### config.mk
export PLATFORM = sky130hd
export DESIGN_NAME = rcw_merge
export DESIGN_NICKNAME = d
export VERILOG_FILES = /design/src/rtl/rcw_pkg.sv /design/src/rtl/rcw_mask_row.sv /design/src/rtl/rcw_lane.sv /design/src/rtl/rcw_merge.sv
export SDC_FILE = /design/constraint.sdc
export NUM_CORES = 1
export LEC_CHECK = 0
export CELL_PAD_IN_SITES_DETAIL_PLACEMENT = 0
export CELL_PAD_IN_SITES_GLOBAL_PLACEMENT = 2
export CORE_UTILIZATION = 28
export CTS_CLUSTER_DIAMETER = 150
export CTS_CLUSTER_SIZE = 10
export DETAILED_ROUTE_END_ITERATION = 6
export PLACE_DENSITY = 0.8
export SYNTH_ARGS = -nofsm -noshare
export SYNTH_HDL_FRONTEND = slang
export SYNTH_HIERARCHICAL = 1
export SYNTH_SLANG_ARGS = --single-unit
### constraint.sdc
create_clock -name clk -period 27.2 [get_ports clk]
set_clock_uncertainty 0.15 [all_clocks]
set_input_delay 4.08 -clock clk [delete_from_list [all_inputs] [get_ports clk]]
set_output_delay 4.08 -clock clk [all_outputs]
set_load 0.05 [all_outputs]
### src/rtl/rcw_pkg.sv
package rcw_pkg;

    localparam int LANES     = 4;
    localparam int MASK_ROWS = 4;
    localparam int OP_W      = 2;
    localparam int MASK_W    = MASK_ROWS * LANES * OP_W;

    typedef enum logic [1:0] {
        MODE_PASS   = 2'd0,
        MODE_ADDROW = 2'd1,
        MODE_ACCROW = 2'd2,
        MODE_RSVD   = 2'd3
    } mode_e;

    typedef enum logic [1:0] {
        OP_INPUT = 2'd0,
        OP_ROW   = 2'd1,
        OP_COL   = 2'd2,
        OP_KEEP  = 2'd3
    } lane_op_e;

endpackage

### src/rtl/rcw_mask_row.sv
module rcw_mask_row #(
    parameter int IDX_W = 10,
    parameter int WL_W  = 8
) (
    input  logic [IDX_W-1:0] vec_idx,
    input  logic [WL_W-1:0]  wr_len,
    output logic [1:0]       row_sel
);
    localparam int DW = (IDX_W > WL_W + 1) ? IDX_W : WL_W + 1;

    logic [DW-1:0] divisor;
    logic [DW-1:0] rem;

    always_comb begin
        if (wr_len == '0) begin
            divisor = DW'(1) << WL_W;
        end else begin
            divisor = DW'(wr_len);
        end
        rem = DW'(vec_idx) % divisor;
        if (rem > DW'(3)) begin
            row_sel = 2'd3;
        end else begin
            row_sel = rem[1:0];
        end
    end
endmodule

### src/rtl/rcw_lane.sv
module rcw_lane
    import rcw_pkg::*;
#(
    parameter int LANE_W = 32
) (
    input  mode_e              mode,
    input  logic               mask_en,
    input  lane_op_e           op,
    input  logic [LANE_W-1:0]  in_v,
    input  logic [LANE_W-1:0]  old_v,
    input  logic [LANE_W-1:0]  row_v,
    input  logic [LANE_W-1:0]  col_v,
    output logic [LANE_W-1:0]  out_v,
    output logic               wb_en,
    output logic [LANE_W-1:0]  wb_v
);
    logic [LANE_W-1:0] sum_v;
    logic              adds_row;
    logic              accum;

    always_comb begin
        adds_row = (mode == MODE_ADDROW) || (mode == MODE_ACCROW);
        accum    = (mode == MODE_ACCROW);
        sum_v    = adds_row ? (in_v + row_v) : in_v;
        wb_v     = sum_v;
        out_v    = sum_v;
        wb_en    = 1'b0;
        if (!mask_en) begin
            wb_en = accum;
        end else begin
            unique case (op)
                OP_INPUT: begin
                    out_v = sum_v;
                    wb_en = accum;
                end
                OP_ROW:  out_v = row_v;
                OP_COL:  out_v = col_v;
                OP_KEEP: out_v = old_v;
                default: out_v = sum_v;
            endcase
        end
    end
endmodule

### src/rtl/rcw_merge.sv
module rcw_merge
    import rcw_pkg::*;
#(
    parameter int LANE_W = 32,
    parameter int IDX_W  = 10,
    parameter int WL_W   = 8
) (
    input  logic                     clk,
    input  logic                     rst_n,
    input  logic                     vec_valid,
    input  logic [1:0]               mode,
    input  logic                     mask_en,
    input  logic [IDX_W-1:0]         vec_idx,
    input  logic [WL_W-1:0]          wr_len,
    input  logic [MASK_W-1:0]        mask_word,
    input  logic [LANES*LANE_W-1:0]  col_vals,
    input  logic [LANES*LANE_W-1:0]  in_data,
    input  logic [LANES*LANE_W-1:0]  old_data,
    input  logic                     row_load,
    input  logic [LANES*LANE_W-1:0]  row_load_data,
    output logic                     out_valid,
    output logic [LANES*LANE_W-1:0]  out_data,
    output logic [LANES*LANE_W-1:0]  row_vals
);
    localparam int QW     = LANES * LANE_W;
    localparam int ROW_OP = LANES * OP_W;

    typedef struct packed {
        logic          vld;
        logic [QW-1:0] out;
        logic [QW-1:0] row;
    } state_t;

    state_t st_d, st_q;

    logic [1:0]        row_sel;
    logic [LANES-1:0]  wb_en;
    logic [QW-1:0]     lane_out;
    logic [QW-1:0]     lane_wb;
    logic [LANE_W-1:0] col_pick;
    mode_e             mode_v;

    assign mode_v   = mode_e'(mode);
    assign col_pick = col_vals[row_sel*LANE_W +: LANE_W];

    rcw_mask_row #(
        .IDX_W (IDX_W),
        .WL_W  (WL_W)
    ) u_mask_row (
        .vec_idx (vec_idx),
        .wr_len  (wr_len),
        .row_sel (row_sel)
    );

    for (genvar g = 0; g < LANES; g++) begin : g_lane
        logic [OP_W-1:0] op_bits;
        assign op_bits = mask_word[row_sel*ROW_OP + g*OP_W +: OP_W];

        rcw_lane #(
            .LANE_W (LANE_W)
        ) u_lane (
            .mode    (mode_v),
            .mask_en (mask_en),
            .op      (lane_op_e'(op_bits)),
            .in_v    (in_data[g*LANE_W +: LANE_W]),
            .old_v   (old_data[g*LANE_W +: LANE_W]),
            .row_v   (st_q.row[g*LANE_W +: LANE_W]),
            .col_v   (col_pick),
            .out_v   (lane_out[g*LANE_W +: LANE_W]),
            .wb_en   (wb_en[g]),
            .wb_v    (lane_wb[g*LANE_W +: LANE_W])
        );
    end

    always_comb begin
        st_d     = st_q;
        st_d.vld = vec_valid;
        if (vec_valid) begin
            st_d.out = lane_out;
            for (int l = 0; l < LANES; l++) begin
                if (wb_en[l]) begin
                    st_d.row[l*LANE_W +: LANE_W] = lane_wb[l*LANE_W +: LANE_W];
                end
            end
        end
        if (row_load) begin
            st_d.row = row_load_data;
        end
    end

    always_ff @(posedge clk) begin
        if (!rst_n) begin
            st_q <= '0;
        end else begin
            st_q <= st_d;
        end
    end

    assign out_valid = st_q.vld;
    assign out_data  = st_q.out;
    assign row_vals  = st_q.row;
endmodule

==> results.toml <==
[setup_path]
reg2regPathDepth = 13
slowest_delay_ns = 0.92
critPathArrivalTime_ns = 25.82
critPathCapture = "row_vals[126]"
r2r_slack_ns = 23.32
endpoint_kind = "flop"
worstSetupPathType = "in -> reg"
cp_slowest_cell = "and2_2"
timing.rr.end = "row_vals[126]"
startpoint_type = "input pin"
cp-startpoint = "wr_len[0]"
crit_top_cell = "ha_1"
cp.required_ns = 27.56
crit-reg2reg-launch = "row_vals[96]"
critPathMaxFanout = 64

[synthesis]
synthTopCellsByCount = "275 x nand2_1, 260 x mux2i_1, 257 x a21oi_1, 257 x dfxtp_1, 219 x o21ai_0"
synth_most_common_cell = "nand2_1"
yosys-top-cells-area = "dfxtp_1 18%, mux2i_1 9.0%, ha_1 7.9%, o311a_1 4.5%, a21oi_1 4.4%"
ys_ff_latch = 257
ys_async_sr_fraction_pct = 0
synthFlopType = "dfxtp_1"
avgSynthCellArea_um2 = 7.944
syn-cell-area_um2 = 29050
synth_seq_area_share_pct = 17.71
yosysWarnings = 6
synth_fp_nets = 4414
synth.distinct_cells = 102
synthCells = 3657
yosysTopAreaCellShare_pct = 17.71
yosysTopAreaCell = "dfxtp_1"
synth_edf_count = 0

[clock_tree]
ctsResizeCount = 0
htreeDepth = 1
cts_buffers = 29
clk_pin_slew_ns = 0.06
cts_tree = "built"
cts_hold_buf = 0
clk_path_buf_depth = 3
cts_setup_buffers = 0
clkLatencyLatePin_ns = 0.64
cts.sinks = 257
clock-root-buffer = "clkbuf_16"

[floorplan]
die_area_um2 = 105000
io_pins = 826
die_h_um = 324.1
die_w_um = 324.1
core_area_um2 = 102300
std_cell_rows = 117
initial_core_util_pct = 28.39

[status]
outcome = "finished, final reports clean"

[finish]
fill_cells = 10670
final-seq-area_um2 = 5145
syn2layout_area_growth_pct = 34.54
nets = 5051
drive_above_1_share_pct = 6.428
multi_input_area_um2 = 22340
fin_area_um2 = 39090

[routing]
wl_per_cell_um = 29.03
ant_nets = 0
avgViaCountPerCell = 5.642
drc = 0
dr_wl_met3_um = 11440
drt_first_pass_iters = 5
drtIter0Drc = 2562
vias = 32110
wl_met1_um = 68320
route.met2.wl_um = 78670
highest_layer = "met5"
finalWirelength_um = 165200

[timing]
worst_slew_margin_rel_pct = 15.23
finalHoldViolations = 0
setup_viol = 0
fmax_mhz = 39.28
tightestPinTransition_ns = 1.267
fin_crit_sh_pct = 93.61
min_period_ns = 25.46
slew_violations = 0
rsz0062_at_grt = "no"
setup_tns_ns = 0

[worst_hold_path]
min_path_type = "reg -> reg"
hold_path_depth = 2

[global_routing]
grt_antenna_before_repair = 38
grtUsageTotal_pct = 29.94
grt_overflow_total = 0
grt_pass1_wl_um = 228500
grt_start_max_net_pins = 121
grt_pass1_vias = 31090

[pwr]
cellPowerDensity_nw_per_um2 = 54.40
peakVddDrop_v = 0.00005756
p_leak_nw = 16.24

[placement]
place_area_um2 = 38270
port_buffers = 825
gp_congestion = 0.9386
hpwl_um = 130900

[job]
cap_violations = 0
==> sequential cells by signal (all words and copies together) (netlist names) <==
signal     count
out_valid      1
out_data     128
row_vals     128
==> where the power goes <==
group	internal, mW	leakage (nW)	switching, mW
registers	0.414	2.13	0.0392
clock network	0.186	0.366	0.189
logic	0.498	13.7	0.800
==> worst min-delay path by stage <==
stage	from	endpoint	slack, ns
detailed placement	out_data[30]	out_data[30]	0.35
finish	out_data[2]	out_data[2]	0.37
CTS	out_data[22]	out_data[22]	0.37
global route	out_data[4]	out_data[4]	0.39
floorplan	out_data[119]	out_data[119]	0.59
global placement	out_data[35]	out_data[35]	0.35
==> layout by cell type, fill, tap and decap left out, drive strengths merged, types with 30 or more instances in the layout <==
cell type,instances
inv,108
mux2i,260
mux4,40
nor2b,165
and3,143
xor2,61
nand3,49
mux2,45
clkbuf,30
nand2b,147
o21ai,262
a21boi,143
o211ai,46
nand2,276
ha,183
o311a,131
nor2,179
a21o,49
dfxtp,257
xnor2,70
a22oi,38
a21oi,267
nor3,46
o22ai,34
buf,52
a31oi,35
clkdlybuf4s50,821
==> worst max-delay path: cells and delay by family <==
kind / cells / cell delay, ns
AOI/OAI and AO/OA: 36 / 10.77
adders and majority gates: 10 / 3.26
buffers and inverters: 8 / 1.85
muxes: 4 / 1.68
and+or+nand+nor: 13 / 4.10
==> per-stage QoR <==
stage / utilization (%) / instances / total power, mW / worst slack [ns] / hold slack [ns]
2_1_floorplan: - / 3657 / 1.270 / 5.399 / 0.5930
4_1_cts: 38.12 / 5662 / 2.129 / 1.569 / 0.3713
6_report: 38.20 / 5691 / 2.126 / 1.739 / 0.3717
5_1_grt: 38.17 / 5682 / 2.239 / 0.2938 / 0.3856
3_5_place_dp: 37.40 / 5631 / 1.743 / 0.9518 / 0.3520
3_3_place_gp: 37.40 / 5631 / 1.751 / 1.441 / 0.3478
==> cells by family after synthesis <==
group | share of synthesized area, %
flops | 17.71
compound gates | 30.20
simple gates | 20.44
mux | 13.82
buf+inv | 5.582
xor+xnor | 4.027
fa+ha+maj | 8.226
==> final cells by class <==
class                   count  share of cell area [%]
clock inverters             2                 0.03521
inverters                 114                   1.095
clock buffers              29                   1.857
diodes                     29                  0.1857
flip-flops and latches    257                   13.16
repair buffers            874                   22.12
well taps                1368                   4.379
multi-input cells        3018                   57.16
==> routing by layer <==
metal  GRT usage (%)  vias to the layer above
met5               0                        -
met4           12.74                       14
met3           5.500                      212
met2           50.28                     1269
met1           37.27                    15650
li1                -                    14960
Power figures use the tool's default switching activity.
